--- config.mk ---
export PLATFORM = sky130hd
export DESIGN_NAME = genlock_ser_tx
export DESIGN_NICKNAME = d
export VERILOG_FILES = /design/src/rtl/genlock_pkg.sv /design/src/rtl/genlock_frame_timer.sv /design/src/rtl/genlock_word_hold.sv /design/src/rtl/genlock_bit_emit.sv /design/src/rtl/genlock_ser_tx.sv
export SDC_FILE = /design/constraint.sdc
export NUM_CORES = 1
export LEC_CHECK = 0
export BUFFER_PORTS_ARGS = -buffer_cell sky130_fd_sc_hd__buf_4
export CORE_ASPECT_RATIO = 0.75
export CORE_MARGIN = 4
export CORE_UTILIZATION = 40
export DETAILED_ROUTE_END_ITERATION = 10
export PLACE_DENSITY = 0.67
export SYNTH_ARGS = -nofsm -noshare
export SYNTH_HDL_FRONTEND = slang
export SYNTH_SLANG_ARGS = --single-unit
--- constraint.sdc ---
create_clock -name clk -period 2.3 [get_ports clk]
set_clock_uncertainty 0.1 [all_clocks]
set_input_delay 0.46 -clock clk [delete_from_list [all_inputs] [get_ports clk]]
set_output_delay 0.46 -clock clk [all_outputs]
set_load 0.01 [all_outputs]
--- src/rtl/genlock_pkg.sv ---
// Package: shared slot classification for the genlock serial transmitter.
// Assumes a frame layout of idle lead-in, start bit, data, gap, phase slot.
package genlock_pkg;

    typedef enum logic [2:0] {
        SLOT_LEAD  = 3'd0,
        SLOT_START = 3'd1,
        SLOT_DATA  = 3'd2,
        SLOT_GAP   = 3'd3,
        SLOT_PHASE = 3'd4
    } slot_kind_e;

    // Classify a slot index given the frame geometry.
    function automatic slot_kind_e classify(input int k, input int lead,
                                            input int sent_w, input int gap);
        if (k < lead)                    return SLOT_LEAD;
        else if (k == lead)              return SLOT_START;
        else if (k <= lead + sent_w)     return SLOT_DATA;
        else if (k == lead + sent_w + gap) return SLOT_PHASE;
        else                             return SLOT_GAP;
    endfunction

endpackage

--- src/rtl/genlock_frame_timer.sv ---
// Frame timer: starts a slot count at every line-start pulse and runs it
// through FRAME_LEN slots, then goes idle.
// Assumes line_start is a single-cycle pulse; a pulse while busy restarts.
module genlock_frame_timer #(
    parameter int FRAME_LEN = 34,
    parameter int CNT_W     = $clog2(FRAME_LEN + 1)
) (
    input  logic             clk,
    input  logic             rst_n,
    input  logic             line_start,
    output logic             busy,
    output logic [CNT_W-1:0] slot
);
    localparam logic [CNT_W-1:0] LAST_SLOT = CNT_W'(FRAME_LEN - 1);

    // Slot counter and busy flag.
    always_ff @(posedge clk) begin
        if (!rst_n) begin
            busy <= 1'b0;
            slot <= '0;
        end else if (line_start) begin
            busy <= 1'b1;
            slot <= '0;
        end else if (busy) begin
            if (slot == LAST_SLOT) busy <= 1'b0;
            else                   slot <= slot + 1'b1;
        end
    end

    // a line start always opens a frame at slot 0.
    assert_frame_open_R3: assert property (@(posedge clk) disable iff (!rst_n)
        line_start |=> (busy && slot == '0));

    // a frame closes after its last slot unless restarted.
    assert_frame_close_R2: assert property (@(posedge clk) disable iff (!rst_n)
        (busy && slot == LAST_SLOT && !line_start) |=> !busy);

endmodule

--- src/rtl/genlock_word_hold.sv ---
// Word hold: captures the transmitted bits of the control word at line
// start and tracks the host phase-reset request across scan lines.
// Assumes phase_req is a one-cycle pulse per host write.
module genlock_word_hold #(
    parameter int WORD_W   = 23,
    parameter int SENT_W   = WORD_W - 1,
    parameter int CNT_W    = 6,
    parameter int RST_SLOT = 33
) (
    input  logic              clk,
    input  logic              rst_n,
    input  logic              line_start,
    input  logic [WORD_W-1:0] freq_word,
    input  logic              phase_req,
    input  logic              busy,
    input  logic [CNT_W-1:0]  slot,
    output logic [SENT_W-1:0] shadow,
    output logic              armed,
    output logic              pending
);
    localparam logic [CNT_W-1:0] PHASE_SLOT = CNT_W'(RST_SLOT);

    logic carry_over;

    // An armed frame cut off before its phase slot hands the reset onward.
    assign carry_over = armed && busy && (slot != PHASE_SLOT);

    // Shadow copy of the upper word bits, taken once per line.
    always_ff @(posedge clk) begin
        if (!rst_n)          shadow <= '0;
        else if (line_start) shadow <= freq_word[WORD_W-1:WORD_W-SENT_W];
    end

    // Request tracking: pending until the next line start, then armed.
    always_ff @(posedge clk) begin
        if (!rst_n) begin
            pending <= 1'b0;
            armed   <= 1'b0;
        end else if (line_start) begin
            pending <= 1'b0;
            armed   <= pending || phase_req || carry_over;
        end else begin
            pending <= pending || phase_req;
        end
    end

    // a request outside a line start is held.
    assert_req_held_R7: assert property (@(posedge clk) disable iff (!rst_n)
        (phase_req && !line_start) |=> pending);

    // a line start consumes whatever was pending.
    assert_req_consumed_R7: assert property (@(posedge clk) disable iff (!rst_n)
        line_start |=> !pending);

    // the shadow word does not move during a frame.
    assert_shadow_stable_R5: assert property (@(posedge clk) disable iff (!rst_n)
        (busy && !line_start) |=> $stable(shadow));

endmodule

--- src/rtl/genlock_bit_emit.sv ---
// Bit emitter: maps the current slot to the serial level and registers it,
// together with the phase-zero strobe for the reset slot.
// Assumes slot is meaningful only while busy is high.
module genlock_bit_emit #(
    parameter int SENT_W  = 22,
    parameter int LEAD    = 4,
    parameter int RST_GAP = 7,
    parameter int CNT_W   = 6
) (
    input  logic              clk,
    input  logic              rst_n,
    input  logic              busy,
    input  logic [CNT_W-1:0]  slot,
    input  logic [SENT_W-1:0] shadow,
    input  logic              armed,
    input  logic              pin_disable,
    output logic              ser_out,
    output logic              phase_zero
);
    import genlock_pkg::*;

    localparam int DATA_LAST = LEAD + SENT_W;
    localparam int IDX_W     = (SENT_W > 1) ? $clog2(SENT_W) : 1;

    slot_kind_e       kind;
    logic [IDX_W-1:0] idx;
    logic             ser_nxt;
    logic             zero_nxt;

    // Next serial level and strobe from the slot kind.
    always_comb begin
        kind     = classify(int'(slot), LEAD, SENT_W, RST_GAP);
        idx      = IDX_W'(DATA_LAST - int'(slot));
        ser_nxt  = 1'b1;
        zero_nxt = 1'b0;
        if (busy) begin
            case (kind)
                SLOT_START: ser_nxt = 1'b0;
                SLOT_DATA:  ser_nxt = shadow[idx];
                SLOT_PHASE: begin
                    ser_nxt  = !armed;
                    zero_nxt = armed;
                end
                default:    ser_nxt = 1'b1;
            endcase
        end
        if (pin_disable) ser_nxt = 1'b1;
    end

    // Output registers.
    always_ff @(posedge clk) begin
        if (!rst_n) begin
            ser_out    <= 1'b1;
            phase_zero <= 1'b0;
        end else begin
            ser_out    <= ser_nxt;
            phase_zero <= zero_nxt;
        end
    end

    // the strobe lasts a single cycle.
    assert_strobe_single_R8: assert property (@(posedge clk) disable iff (!rst_n)
        phase_zero |=> !phase_zero);

    // the strobe coincides with a low reset bit unless the pin is disabled.
    assert_strobe_with_bit_R8: assert property (@(posedge clk) disable iff (!rst_n)
        phase_zero |-> (!ser_out || $past(pin_disable)));

    // a disabled pin stays high.
    assert_disable_high_R10: assert property (@(posedge clk) disable iff (!rst_n)
        pin_disable |=> ser_out);

endmodule

--- src/rtl/genlock_ser_tx.sv ---
// Top: genlock serial transmitter. Sends a start bit, the upper bits of the
// subcarrier control word MSB first, and a delayed active-low phase-reset
// bit once per scan line, with a strobe for the local phase clear.
// Assumes clk is the serial bit clock and all inputs are synchronous to it.
module genlock_ser_tx #(
    parameter int WORD_W  = 23,
    parameter int LEAD    = 4,
    parameter int RST_GAP = 7
) (
    input  logic              clk,
    input  logic              rst_n,
    input  logic              line_start,
    input  logic [WORD_W-1:0] freq_word,
    input  logic              phase_req,
    input  logic              pin_disable,
    output logic              ser_out,
    output logic              phase_zero
);
    localparam int SENT_W    = WORD_W - 1;
    localparam int RST_SLOT  = LEAD + SENT_W + RST_GAP;
    localparam int FRAME_LEN = RST_SLOT + 1;
    localparam int CNT_W     = $clog2(FRAME_LEN + 1);

    logic              busy;
    logic [CNT_W-1:0]  slot;
    logic [SENT_W-1:0] shadow;
    logic              armed;
    logic              pending;

    genlock_frame_timer #(.FRAME_LEN(FRAME_LEN), .CNT_W(CNT_W)) u_timer (
        .clk(clk), .rst_n(rst_n), .line_start(line_start),
        .busy(busy), .slot(slot)
    );

    genlock_word_hold #(.WORD_W(WORD_W), .SENT_W(SENT_W), .CNT_W(CNT_W),
                        .RST_SLOT(RST_SLOT)) u_hold (
        .clk(clk), .rst_n(rst_n), .line_start(line_start),
        .freq_word(freq_word), .phase_req(phase_req), .busy(busy),
        .slot(slot), .shadow(shadow), .armed(armed), .pending(pending)
    );

    genlock_bit_emit #(.SENT_W(SENT_W), .LEAD(LEAD), .RST_GAP(RST_GAP),
                       .CNT_W(CNT_W)) u_emit (
        .clk(clk), .rst_n(rst_n), .busy(busy), .slot(slot),
        .shadow(shadow), .armed(armed), .pin_disable(pin_disable),
        .ser_out(ser_out), .phase_zero(phase_zero)
    );

    // outside a frame the pin returns high.
    assert_idle_high_R2: assert property (@(posedge clk) disable iff (!rst_n)
        (!busy) |=> ser_out);

    // reset leaves no request pending.
    assert_reset_clear_R1: assert property (@(posedge clk)
        (!rst_n) |=> (!pending && ser_out && !phase_zero));

endmodule

# Word-level counts from Yosys, hierarchy flattened

Index checks and enable logic that the tools add are counted.

Flip-flop bits (word level): 33
Input port bits: 28
Output and inout port bits: 2
Word-level logic and storage cells: 41

Add/subtract/negate cells: 2
Magnitude comparators: 3
Equality and inequality tests: 7
Muxes and demuxes: 10
Bitwise logic cells: 3
Reduce and logical (&&, ||, !) cells: 9

Operators by type and width:

| kind                  | number |
|---|---|
| $eq A6 B6 Y1 const B  | 2 |
| $mux W3               | 4 |
| $add A6 B1 Y6 const B | 1 |
| $eq A6 B4 Y1 const B  | 1 |
| $le A6 B5 Y1 const B  | 1 |
| $lt A5 B6 Y1 const B  | 1 |
| $lt A6 B3 Y1 const B  | 1 |
| $ne A6 B6 Y1 const B  | 1 |
| $bmux W1 S5           | 1 |
| $sub A5 B5 Y5 const A | 1 |
| $mux W1               | 4 |
| $eq A3 B1 Y1 const B  | 1 |
| $eq A3 B2 Y1 const B  | 1 |
| $eq A3 B3 Y1 const B  | 1 |
| $not A1 Y1            | 3 |
| $pmux W1 S3           | 1 |
| $reduce_and A3 Y1     | 1 |
| $reduce_or A3 Y1      | 1 |
| $logic_and A1 B1 Y1   | 2 |
| $logic_or A1 B1 Y1    | 2 |
| $reduce_and A2 Y1     | 1 |
| $reduce_or A2 Y1      | 1 |
| $logic_not A1 Y1      | 1 |

# Logic depth before layout (Yosys ltp)

Gate-level depths: netlist of run 1.

Depth in word-level cells: 7
Mapped depth: 9
Gate-level depth less buffers: 7

# Modules after synthesis

A second synthesis of run 1 with hierarchy kept.

Cells, all modules: 186
Area total of the unflattened synthesis: 1740.4 um2

Modules (own cells, without submodules):

| module              | times used | cells an instance | area each (um2) | seq. area each (um2) |
|---|---|---|---|---|
| genlock_word_hold   | 1          | 82                | 869.6           | 480.5 |
| genlock_bit_emit    | 1          | 65                | 500.5           | 40.0 |
| genlock_frame_timer | 1          | 39                | 370.4           | 140.1 |

# Worst setup path after synthesis of run 1

No wires, ideal clock.

Path kind: reg-to-reg
Start point: register u_timer.slot[0]
End point: register u_emit.ser_out
Setup time: 0.134 ns
Arrival time: 1.813 ns
Required time: 2.066 ns
Path slack: 0.253 ns
Stages on the path, launching flop included: 9
Path buffers: 2
Clock period less this slack: 2.047 ns
Cells stage by stage: dfxtp_1 buf_6 inv_1 ha_1 clkbuf_8 mux4_2 o311a_1 o211ai_1 o311ai_1

Cells in the longest elaborated chain, start to end: 7
Elaborated cells on any way between the ends: 15
Classes of those cells: add/sub (1); order compare (2); eq/ne (5); mux (7)

Ends and longest elaborated chain:

| element                                                               | RTL line                  | RTL |
|---|---|---|
| start, declared                                                       | genlock_frame_timer.sv:12 | `output logic [CNT_W-1:0] slot` |
| start signal, assigned                                                | genlock_frame_timer.sv:26 | `else slot <= slot + 1'b1;` |
| parallel branches: the longest is 6 deep, another holds $sub A5 B5 Y5 | --                        |  |
| $pmux W1 S3 (*)                                                       | genlock_bit_emit.sv:37    | `case (kind)` |
| end signal, assigned                                                  | genlock_bit_emit.sv:56    | `ser_out <= ser_nxt;` |
| end, declared                                                         | genlock_bit_emit.sv:17    | `output logic ser_out,` |

Every way passes the cells marked *. The select of a mux whose other input is x is not followed.
A chain may end at the register's enable or synchronous reset.

# Worst setup path in the final report of run 1

Start point: register u_timer.slot[1]
End point: register u_emit.ser_out

The elaborated chain is that of the path after synthesis.

==> results.sh, run 1 <==
export IMPL_run_status="finished clean"
export IMPL_rrSetupSlack_ps=220
export IMPL_clk_latency_ps=290
export IMPL_synth_edf_count=0
export IMPL_final_max_slew_viol_count=0
export IMPL_leakage_nw=0.819
export IMPL_grtUsageTotal_pct=13.7
export IMPL_crit_reg2reg_launch="u_timer.slot[1]"
export IMPL_clockBufferDepth=2
export IMPL_fraction_of_layout_cells_with_a_size_suffix_above_1_pct=22.3
export IMPL_utilization_pct=49.6
export IMPL_yosys_top_cells_area="sky130_fd_sc_hd__dfxtp_1, sky130_fd_sc_hd__mux2i_1, sky130_fd_sc_hd__nor2b_1, sky130_fd_sc_hd__mux4_1, sky130_fd_sc_hd__clkbuf_8"
export IMPL_grt_pass1_wl_um=5510
export IMPL_drt_wl_total_um=3250
export IMPL_proportion_of_synthesized_flip_flops_having_asynchronous_set_or_reset_pct=0
export IMPL_final_period_minus_worst_setup_slack_ps=2080
export IMPL_worstSetupEndpoint="u_emit.ser_out"
export IMPL_sort_of_element_at_the_start_of_the_critical_path="flop"
export IMPL_yosys_warn_count=0
export IMPL_finalSetupTns_ps=0
export IMPL_headroom_to_the_max_slew_limit_pct=65.5
export IMPL_die_width_um=82.8
export IMPL_synth_top_cell_by_area="sky130_fd_sc_hd__dfxtp_1"
export IMPL_worst_r2r_path_depth=6
export IMPL_antenna_violating_nets_post_route=0
export IMPL_detailed_place_hpwl_um=2380
export IMPL_routedWlPerCell_um=13.1
export IMPL_fp_coreArea_um2=4050
export IMPL_worst_hold_slack_ps=287
export IMPL_grt_antenna_before_repair=0
export IMPL_avg_synthesized_cell_area_um2=10.1
export IMPL_yosys_area_top_type_share_pct=39.4
export IMPL_grt_setup_unrepaired="no"
export IMPL_use_met1_pct=18.5
export IMPL_startpoint="u_timer.slot[1]"
export IMPL_detail_route_iter0_violations=54
export IMPL_port_buffers=28
export IMPL_clk_pin_slew_ps=70
export IMPL_ys_seq_area_share_pct=39.4
export IMPL_syn2layout_area_growth_pct=19.9
export IMPL_detail_route_first_pass_iterations=4
export IMPL_worstMarginPinSlew_ps=513
export IMPL_drc_errors=0
export IMPL_globalRouteOverflowTotal=0
export IMPL_tritoncts_buffers=5
export IMPL_finalWeightedCongestion=0.737
export IMPL_post_synth_instance_area_um2=1680
export IMPL_num_vias=1250
export IMPL_htree_num_levels=2
export IMPL_final_cell_mix="sky130_fd_sc_hd__dfxtp_1, sky130_fd_sc_hd__buf_4, sky130_fd_sc_hd__mux2i_1"
export IMPL_groute_layer_met2_usage_pct=20.2
export IMPL_synth_main_ff_cell="sky130_fd_sc_hd__dfxtp_1"
export IMPL_setup_viol=0
export IMPL_routed_via_density=5.04
export IMPL_critPathMaxFanout=7
export IMPL_tritoncts="done"
export IMPL_global_route_peak_usage_layer="met2"
export IMPL_maxCapViolations=0
export IMPL_max_clock_freq_ghz=0.481
export IMPL_layout_worst_path_cycle_share_pct=90.4
export IMPL_cts_root_buffer_cell="sky130_fd_sc_hd__clkbuf_8"
export IMPL_synth_distinct_cells=37
export IMPL_die_area_um2=5310
export IMPL_final_nets=223
export IMPL_cp_end_kind="flop"
export IMPL_power_density_cell_area_nw_per_um2=653
export IMPL_min_delay_path_class="in -> reg"
export IMPL_yosys_reg_bits=33
export IMPL_synth_nets=197
export IMPL_layout_cells_most_common="sky130_fd_sc_hd__dfxtp_1"
export IMPL_design_portCount=30
export IMPL_worst_endpoint_arrival_ps=2130
export IMPL_insertedDiodeCount=0
export IMPL_largest_net_degree_at_the_start_of_global_routing=27
export IMPL_vertical_extent_of_the_die_um=64.1
export IMPL_critical_path_type="reg -> reg"
export IMPL_synthCells=166
export IMPL_data_required_time_at_the_worst_endpoint_ps=2350
export IMPL_postCtsSetupRepairBufs=0
export IMPL_first_global_vias=1193
export IMPL_floorplan_rows=20
export IMPL_fin_total_pwr_mw=1.31
export IMPL_worstReg2RegEnd="u_emit.ser_out"
export IMPL_globalRouteMet3Util_pct=4.23
export IMPL_clock_sinks=33
export IMPL_hold_viol=0
export IMPL_start_util_pct=41.4
export IMPL_max_vdd_ir_drop_mv=0.273
==> synth_stat cells (2+ instances only) <==
| cell | n |
|---|---|
| sky130_fd_sc_hd__ha_1 | 3 |
| sky130_fd_sc_hd__o21ai_0 | 6 |
| sky130_fd_sc_hd__nor2_1 | 10 |
| sky130_fd_sc_hd__nand3_1 | 2 |
| sky130_fd_sc_hd__mux4_1 | 4 |
| sky130_fd_sc_hd__xnor2_1 | 4 |
| sky130_fd_sc_hd__nand2_1 | 7 |
| sky130_fd_sc_hd__nor2b_1 | 24 |
| sky130_fd_sc_hd__mux2i_1 | 26 |
| sky130_fd_sc_hd__nor4_1 | 2 |
| sky130_fd_sc_hd__dfxtp_1 | 33 |
| sky130_fd_sc_hd__a21oi_1 | 5 |
| sky130_fd_sc_hd__clkbuf_8 | 3 |
| sky130_fd_sc_hd__buf_2 | 3 |
| sky130_fd_sc_hd__inv_1 | 7 |
| sky130_fd_sc_hd__nor3_1 | 4 |
| sky130_fd_sc_hd__clkbuf_1 | 3 |
==> layout make-up <==
type | instances | area, um^2
Clock buffer | 6 | 82.6
Clock inverter | 2 | 37.5
Fill cell | 391 | 2040
Inverter | 7 | 26.3
Multi-Input combinational cell | 115 | 911
Sequential cell | 33 | 661
Tap cell | 55 | 68.8
Timing Repair Buffer | 30 | 225
==> power breakdown <==
part	switching (mW)	internal (mW)	total, mW
clock	0.213	0.352	0.565
combinational	0.0547	0.0797	0.134
sequential	0.0149	0.599	0.614
==> critical path, cell delays in order (launching register included) <==
cell and delay [ps]:
sky130_fd_sc_hd__dfxtp_1 390, sky130_fd_sc_hd__inv_1 80, sky130_fd_sc_hd__ha_2 420, sky130_fd_sc_hd__mux4_2 340, sky130_fd_sc_hd__o311a_1 300, sky130_fd_sc_hd__o211ai_1 180
sky130_fd_sc_hd__o311ai_1 120
==> routing by layer <==
layer / wire [um] / up-vias
met2: 1450 / 26
li1: - / 631
met1: 1600 / 588
met3: 166 / 5
met4: 40 / 0
met5: 0 / -
==> kinds of logic after synthesis <==
logic type / Yosys count / share of synthesized area [%]
AO/OA/AOI/OAI: 21 / 8.20
AND/OR/NAND/NOR: 54 / 17.3
adder cells (fa/ha/maj): 3 / 2.24
flip-flops: 33 / 39.4
XOR/XNOR: 5 / 2.61
multiplexers: 32 / 23.8
buffers and inverters: 18 / 6.49
==> worst min-delay path by stage <==
stage,cells past startpoint,startpoint,slack (ps),to
5_1_grt,3,freq_word[12],330,u_hold.shadow[11]
3_3_place_gp,2,u_hold.pending,350,u_hold.pending
6_report,3,phase_req,290,u_hold.pending
2_1_floorplan,2,u_hold.pending,330,u_hold.pending
4_1_cts,3,phase_req,290,u_hold.pending
3_5_place_dp,2,u_hold.pending,350,u_hold.pending
==> metrics by stage <==
stage	instance area [um^2]	cells	setup slack (ps)
6_report	2010	248	220
5_1_grt	2010	248	61.4
4_1_cts	2010	248	155
3_5_place_dp	1890	240	174
3_3_place_gp	1890	240	238
2_1_floorplan	1680	166	253
==> repair_timing <==
action	in CTS	in global routing
hold buffers	0	0
resized for setup	0	1
setup endpoints to repair	0	1
==> registers in the layout, indices dropped and copies added (netlist names) <==
name               flops
u_emit.ser_out         1
u_hold.pending         1
u_emit.phase_zero      1
u_timer.busy           1
u_hold.armed           1
u_hold.shadow         22
u_timer.slot           6
No activity file was read; power rests on OpenSTA's default activity.
==> run 2: changes to the inputs <==
--- a/config.mk
+++ b/config.mk
@@ -10,6 +10,8 @@
 export CORE_MARGIN = 4
 export CORE_UTILIZATION = 40
 export DETAILED_ROUTE_END_ITERATION = 10
+export GPL_TIMING_DRIVEN = 0
+export MAX_ROUTING_LAYER = met4
 export PLACE_DENSITY = 0.67
 export SYNTH_ARGS = -nofsm -noshare
 export SYNTH_HDL_FRONTEND = slang
==> run 2 against run 1 <==
  * Die area stayed put
  * Core utilization grew 0.86 points
  * Global-route usage increased by 0.45 points
  * Register-to-register slack got worse by 110 ps
  * Worst hold slack gained 16 ps
  * First-iteration DRC count rose by 17%
  * Count of clock-buffer cells in the layout unchanged
  * Sequential share of layout area is 0.50 points lower
  * Setup slack got worse by 110 ps
  * Combinational power barely moved
  * Sequential power is essentially flat
  * Critical path type unchanged
  * Largest cell class unchanged
  * Highest routed layer unchanged
==> results.sh, run 2 (synthesis results as in run 1) <==
export IMPL_fillCellCount=395
export IMPL_fp_coreArea_um2=4050
export IMPL_die_area_um2=5310
export IMPL_tritoncts_buffers=5
export IMPL_worstMarginPinSlew_ps=604
export IMPL_detail_route_first_pass_iterations=4
export IMPL_num_vias=1225
export IMPL_max_clock_freq_ghz=0.456
export IMPL_drt_wl_total_um=3190
export IMPL_worst_hold_slack_ps=303
export IMPL_finalSetupTns_ps=0
export IMPL_clk_pin_slew_ps=70
export IMPL_pre_cts_slack_ps=79.4
export IMPL_largest_net_degree_at_the_start_of_global_routing=11
export IMPL_start_util_pct=41.4
export IMPL_fraction_of_layout_cells_with_a_size_suffix_above_1_pct=23.5
export IMPL_floorplan_rows=20
export IMPL_design_portCount=30
export IMPL_finalNonFillerCells=255
export IMPL_largest_register_ff_count=22
export IMPL_final_cell_mix="sky130_fd_sc_hd__dfxtp_1, sky130_fd_sc_hd__buf_4, sky130_fd_sc_hd__mux2i_1"
export IMPL_leakage_nw=0.836
export IMPL_clk_latency_ps=290
export IMPL_worst_r2r_path_depth=8
export IMPL_grtUsageTotal_pct=14.1
export IMPL_utilization_pct=50.5
export IMPL_ctsHoldBuffers=0
export IMPL_setup_ws_ps=108
export IMPL_min_delay_path_class="in -> reg"
export IMPL_top_regs="u_hold.shadow (22), u_timer.slot (6)"
export IMPL_layout_cell_area_non_filler_um2=2050
export IMPL_die_width_um=82.8
export IMPL_cp_end_kind="flop"
export IMPL_tritoncts="done"
export IMPL_headroom_to_the_max_slew_limit_pct=59.7
export IMPL_maxCapViolations=0
export IMPL_vertical_extent_of_the_die_um=64.1
export IMPL_grt_pass1_wl_um=5540
export IMPL_sort_of_element_at_the_start_of_the_critical_path="flop"
export IMPL_layout_cells_most_common="sky130_fd_sc_hd__dfxtp_1"
export IMPL_numPlacedInstances=248
export IMPL_worst_endpoint_arrival_ps=2250
export IMPL_grt_setup_unrepaired="no"
export IMPL_port_buffers=27
export IMPL_setup_viol=0
export IMPL_power_density_cell_area_nw_per_um2=587
export IMPL_critical_path_type="reg -> reg"
export IMPL_cts_resized=0
export IMPL_max_vdd_ir_drop_mv=0.298
export IMPL_drc_errors=0
export IMPL_clock_sinks=33
export IMPL_fin_total_pwr_mw=1.20
export IMPL_data_required_time_at_the_worst_endpoint_ps=2360
export IMPL_routedWlPerCell_um=12.5
export IMPL_layout_worst_path_cycle_share_pct=95.3
export IMPL_worstHoldPathCells=3
export IMPL_registers_top_by_ff_count="u_hold.shadow"
export IMPL_routed_via_density=4.80
export IMPL_critPathMaxFanout=10
export IMPL_final_max_slew_viol_count=0
export IMPL_detailed_place_area_um2=1950
export IMPL_grt_antenna_before_repair=0
export IMPL_final_nets=231
export IMPL_htree_num_levels=2
export IMPL_hold_viol=0
export IMPL_insertedDiodeCount=0
export IMPL_detail_route_iter0_violations=63
export IMPL_run_status="finished clean"
export IMPL_globalRouteOverflowTotal=0
export IMPL_postCtsSetupRepairBufs=0
export IMPL_detailed_place_hpwl_um=2400
export IMPL_finalWeightedCongestion=0.768
export IMPL_cts_root_buffer_cell="sky130_fd_sc_hd__clkbuf_8"
export IMPL_final_period_minus_worst_setup_slack_ps=2190
export IMPL_clockBufferDepth=2
export IMPL_first_global_vias=1208
export IMPL_antenna_violating_nets_post_route=0
export IMPL_syn2layout_area_growth_pct=22.0
run 2: cell types whose count changed in the layout (fill, tap and decap cells not counted), moves of 3 or more:
cell	delta
sky130_fd_sc_hd__buf_4	-3
sky130_fd_sc_hd__clkbuf_8	+3
sky130_fd_sc_hd__clkbuf_1	+3
sky130_fd_sc_hd__buf_2	+3
run 2: cell type report:
| cell class | count | area, um^2 | area share (%) |
|---|---|---|---|
| flip-flops and latches | 33 | 662 | 32.3 |
| clock buffers | 6 | 82.6 | 4.03 |
| well taps | 55 | 68.8 | 3.36 |
| repair buffers | 27 | 203 | 9.90 |
| multi-input cells | 115 | 915 | 44.7 |
| inverters | 7 | 26.3 | 1.28 |
| clock inverters | 1 | 7.51 | 0.367 |
| plain buffers | 11 | 82.6 | 4.03 |
run 2: routing by layer:
layer  part of all wire [%]  GRT usage [%]  wire length [um]
met1                     55           20.0              1740
met2                     38           17.8              1220
met3                    5.1           4.65               164
met4                    2.0           6.73                65
met5                      0              -                 0
run 2: worst paths after layout:
path | endpoint | slack [ps] | start
worst max-delay path | u_emit.ser_out | 110 | u_timer.slot[0]
worst max register to register | u_emit.ser_out | 110 | u_timer.slot[0]
worst min-delay path | u_hold.pending | 300 | phase_req
worst min register to register | u_emit.phase_zero | 360 | u_hold.armed
run 2: power breakdown:
part           switching, mW  total, mW  internal [mW]
clock network          0.215      0.451          0.236
registers             0.0150      0.614          0.599
logic                 0.0549      0.136         0.0815
total                  0.285       1.20          0.917
run 2: worst max-delay path, cell delays in order (launching register included):
cell and delay (ps):
sky130_fd_sc_hd__dfxtp_2 360, sky130_fd_sc_hd__buf_6 160, sky130_fd_sc_hd__inv_1 60, sky130_fd_sc_hd__ha_1 290, sky130_fd_sc_hd__clkbuf_8 170, sky130_fd_sc_hd__mux4_2 320, sky130_fd_sc_hd__o311a_1 300, sky130_fd_sc_hd__o211ai_1 180
sky130_fd_sc_hd__o311ai_1 130
==> run 3: changes to the inputs <==
--- a/config.mk
+++ b/config.mk
@@ -12,7 +12,7 @@
 export DETAILED_ROUTE_END_ITERATION = 10
 export GPL_TIMING_DRIVEN = 0
 export MAX_ROUTING_LAYER = met4
-export PLACE_DENSITY = 0.67
+export PLACE_DENSITY = 0.62
 export SYNTH_ARGS = -nofsm -noshare
 export SYNTH_HDL_FRONTEND = slang
 export SYNTH_SLANG_ARGS = --single-unit
==> run 3 against run 2 <==
  * Count of clock-buffer cells in the layout down 1
  * Critical path depth unchanged
  * Sequential share of layout area decreased by 0.43 points
  * Setup slack improved by 35 ps
  * Core utilization up 0.77 points
  * Clock power fell by 6.2%
  * Worst hold slack improved by 15 ps
  * Final cell count rose by 1.6%
  * Routed wire length rose by 11%
  * Critical endpoint unchanged
==> results.sh, run 3 (synthesis results as in run 1) <==
export IMPL_run_status="finished clean"
export IMPL_largest_net_degree_at_the_start_of_global_routing=12
export IMPL_regArea_um2=663
export IMPL_finalSetupTns_ps=0
export IMPL_layout_worst_path_cycle_share_pct=93.8
export IMPL_top_regs="u_hold.shadow (22), u_timer.slot (6)"
export IMPL_utilization_pct=51.3
export IMPL_tritoncts="done"
export IMPL_finalWeightedCongestion=0.900
export IMPL_data_required_time_at_the_worst_endpoint_ps=2340
export IMPL_layout_cells_most_common="sky130_fd_sc_hd__dfxtp_1"
export IMPL_floorplan_rows=20
export IMPL_max_clock_freq_ghz=0.464
export IMPL_worst_r2r_path_depth=8
export IMPL_die_area_um2=5310
export IMPL_insertedDiodeCount=0
export IMPL_drc_errors=0
export IMPL_routedWlPerCell_um=13.7
export IMPL_min_delay_path_class="in -> reg"
export IMPL_num_vias=1309
export IMPL_maxCapViolations=0
export IMPL_setup_ws_ps=143
export IMPL_grt_pass1_wl_um=5870
export IMPL_worst_endpoint_arrival_ps=2200
export IMPL_cp_cell_sequence="buf_8, inv_1, ha_1, clkbuf_8, mux4_2, o311a_1, o211ai_1, o311ai_2"
export IMPL_seq_power_share_pct=52.0
export IMPL_hold_viol=0
export IMPL_fp_coreArea_um2=4050
export IMPL_power_report_internal_total_mw=0.893
export IMPL_cp_slowest_cell="sky130_fd_sc_hd__dfxtp_2"
export IMPL_swShare_pct=24.4
export IMPL_worstMarginPinSlew_ps=629
export IMPL_fraction_of_layout_cells_with_a_size_suffix_above_1_pct=26.0
export IMPL_first_global_vias=1270
export IMPL_grt_setup_unrepaired="no"
export IMPL_clk_latency_ps=280
export IMPL_cts_root_buffer_cell="sky130_fd_sc_hd__clkbuf_8"
export IMPL_power_switching_mw=0.288
export IMPL_design_portCount=30
export IMPL_detail_route_iter0_violations=54
export IMPL_leakage_nw=0.855
export IMPL_clockBufferDepth=2
export IMPL_power_share_combinational_pct=12.2
export IMPL_final_cell_mix="sky130_fd_sc_hd__dfxtp_1, sky130_fd_sc_hd__buf_4, sky130_fd_sc_hd__mux2i_1"
export IMPL_antenna_violating_nets_post_route=0
export IMPL_sort_of_element_at_the_start_of_the_critical_path="flop"
export IMPL_grtUsageTotal_pct=14.8
export IMPL_grt_antenna_before_repair=0
export IMPL_vertical_extent_of_the_die_um=64.1
export IMPL_syn2layout_area_growth_pct=23.9
export IMPL_cp_end_kind="flop"
export IMPL_registers_top_by_ff_count="u_hold.shadow"
export IMPL_critical_path_type="reg -> reg"
export IMPL_headroom_to_the_max_slew_limit_pct=58.1
export IMPL_port_buffers=27
export IMPL_tritoncts_buffers=5
export IMPL_clock_sinks=33
export IMPL_detail_route_first_pass_iterations=4
export IMPL_ctsHoldBuffers=0
export IMPL_power_density_cell_area_nw_per_um2=568
export IMPL_critPathMaxFanout=8
export IMPL_critPathMaxStageDelay_ps=360
export IMPL_worstHoldPathCells=3
export IMPL_fin_total_pwr_mw=1.18
export IMPL_routed_via_density=5.05
export IMPL_final_max_slew_viol_count=0
export IMPL_setup_viol=0
export IMPL_start_util_pct=41.4
export IMPL_clk_pin_slew_ps=70
export IMPL_globalRouteOverflowTotal=0
export IMPL_fillCellCount=390
export IMPL_final_period_minus_worst_setup_slack_ps=2160
export IMPL_clockPowerShare_pct=35.9
export IMPL_drt_wl_total_um=3540
export IMPL_htree_num_levels=2
export IMPL_die_width_um=82.8
export IMPL_largest_register_ff_count=22
export IMPL_final_nets=234
export IMPL_pre_cts_slack_ps=79.8
export IMPL_max_vdd_ir_drop_mv=0.277
export IMPL_multi_input_area_um2=922
export IMPL_detailed_place_hpwl_um=2680
## run 3: final timing paths
kind	from	slack, ps	endpoint
max reg2reg	u_timer.slot[0]	140	u_emit.ser_out
min	phase_req	320	u_hold.pending
min reg2reg	u_hold.armed	360	u_emit.phase_zero
max	u_timer.slot[0]	140	u_emit.ser_out
## run 3: area by class of cell
| type | count | share of cell area, % |
|---|---|---|
| sequential | 33 | 31.9 |
| buffer | 11 | 4.15 |
| timing repair buffer | 30 | 10.8 |
| clock inverter | 3 | 0.843 |
| inverter | 7 | 1.26 |
| tap | 55 | 3.31 |
| multi-input combinational | 115 | 44.4 |
| clock buffer | 5 | 3.31 |
## run 3: metrics by stage
step           instance area, um^2  hold slack, ps  cells
4_1_cts                       2040             307    256
2_1_floorplan                 1680             329    166
3_5_place_dp                  1950             353    248
3_3_place_gp                  1950             343    248
6_report                      2080             319    259
5_1_grt                       2080             310    259
## run 3: critical path: cells and delay by family, from the launching register on
| family | cells | cell delay [ps] |
|---|---|---|
| multiplexers | 1 | 320 |
| flip-flops | 1 | 360 |
| adder cells (fa/ha/maj) | 1 | 280 |
| AO/OA/AOI/OAI | 3 | 640 |
| buffers and inverters | 3 | 310 |
## run 3: routing by layer
layer  vias to the layer above  GRT usage (%)  wire length [um]
met5                         -              -                 0
met4                         0           3.88                60
met3                         6           4.65               146
met2                        32           21.1              1580
met1                       616           20.2              1750
li1                        655              -                 -
## run 3: timing repair
| action | 4_1_cts | 5_1_grt |
|---|---|---|
| resized for setup | 0 | 5 |
| endpoints found under the setup margin | 0 | 1 |
| buffers inserted | 0 | 3 |
## run 3: power groups by stage
stage	Combinational, mW	Clock, mW	Sequential, mW
2_1_floorplan	0.0878	0	0.621
3_3_place_gp	0.134	0	0.626
3_5_place_dp	0.140	0	0.627
4_1_cts	0.141	0.438	0.614
5_1_grt	0.158	0.466	0.617
6_report	0.144	0.423	0.614
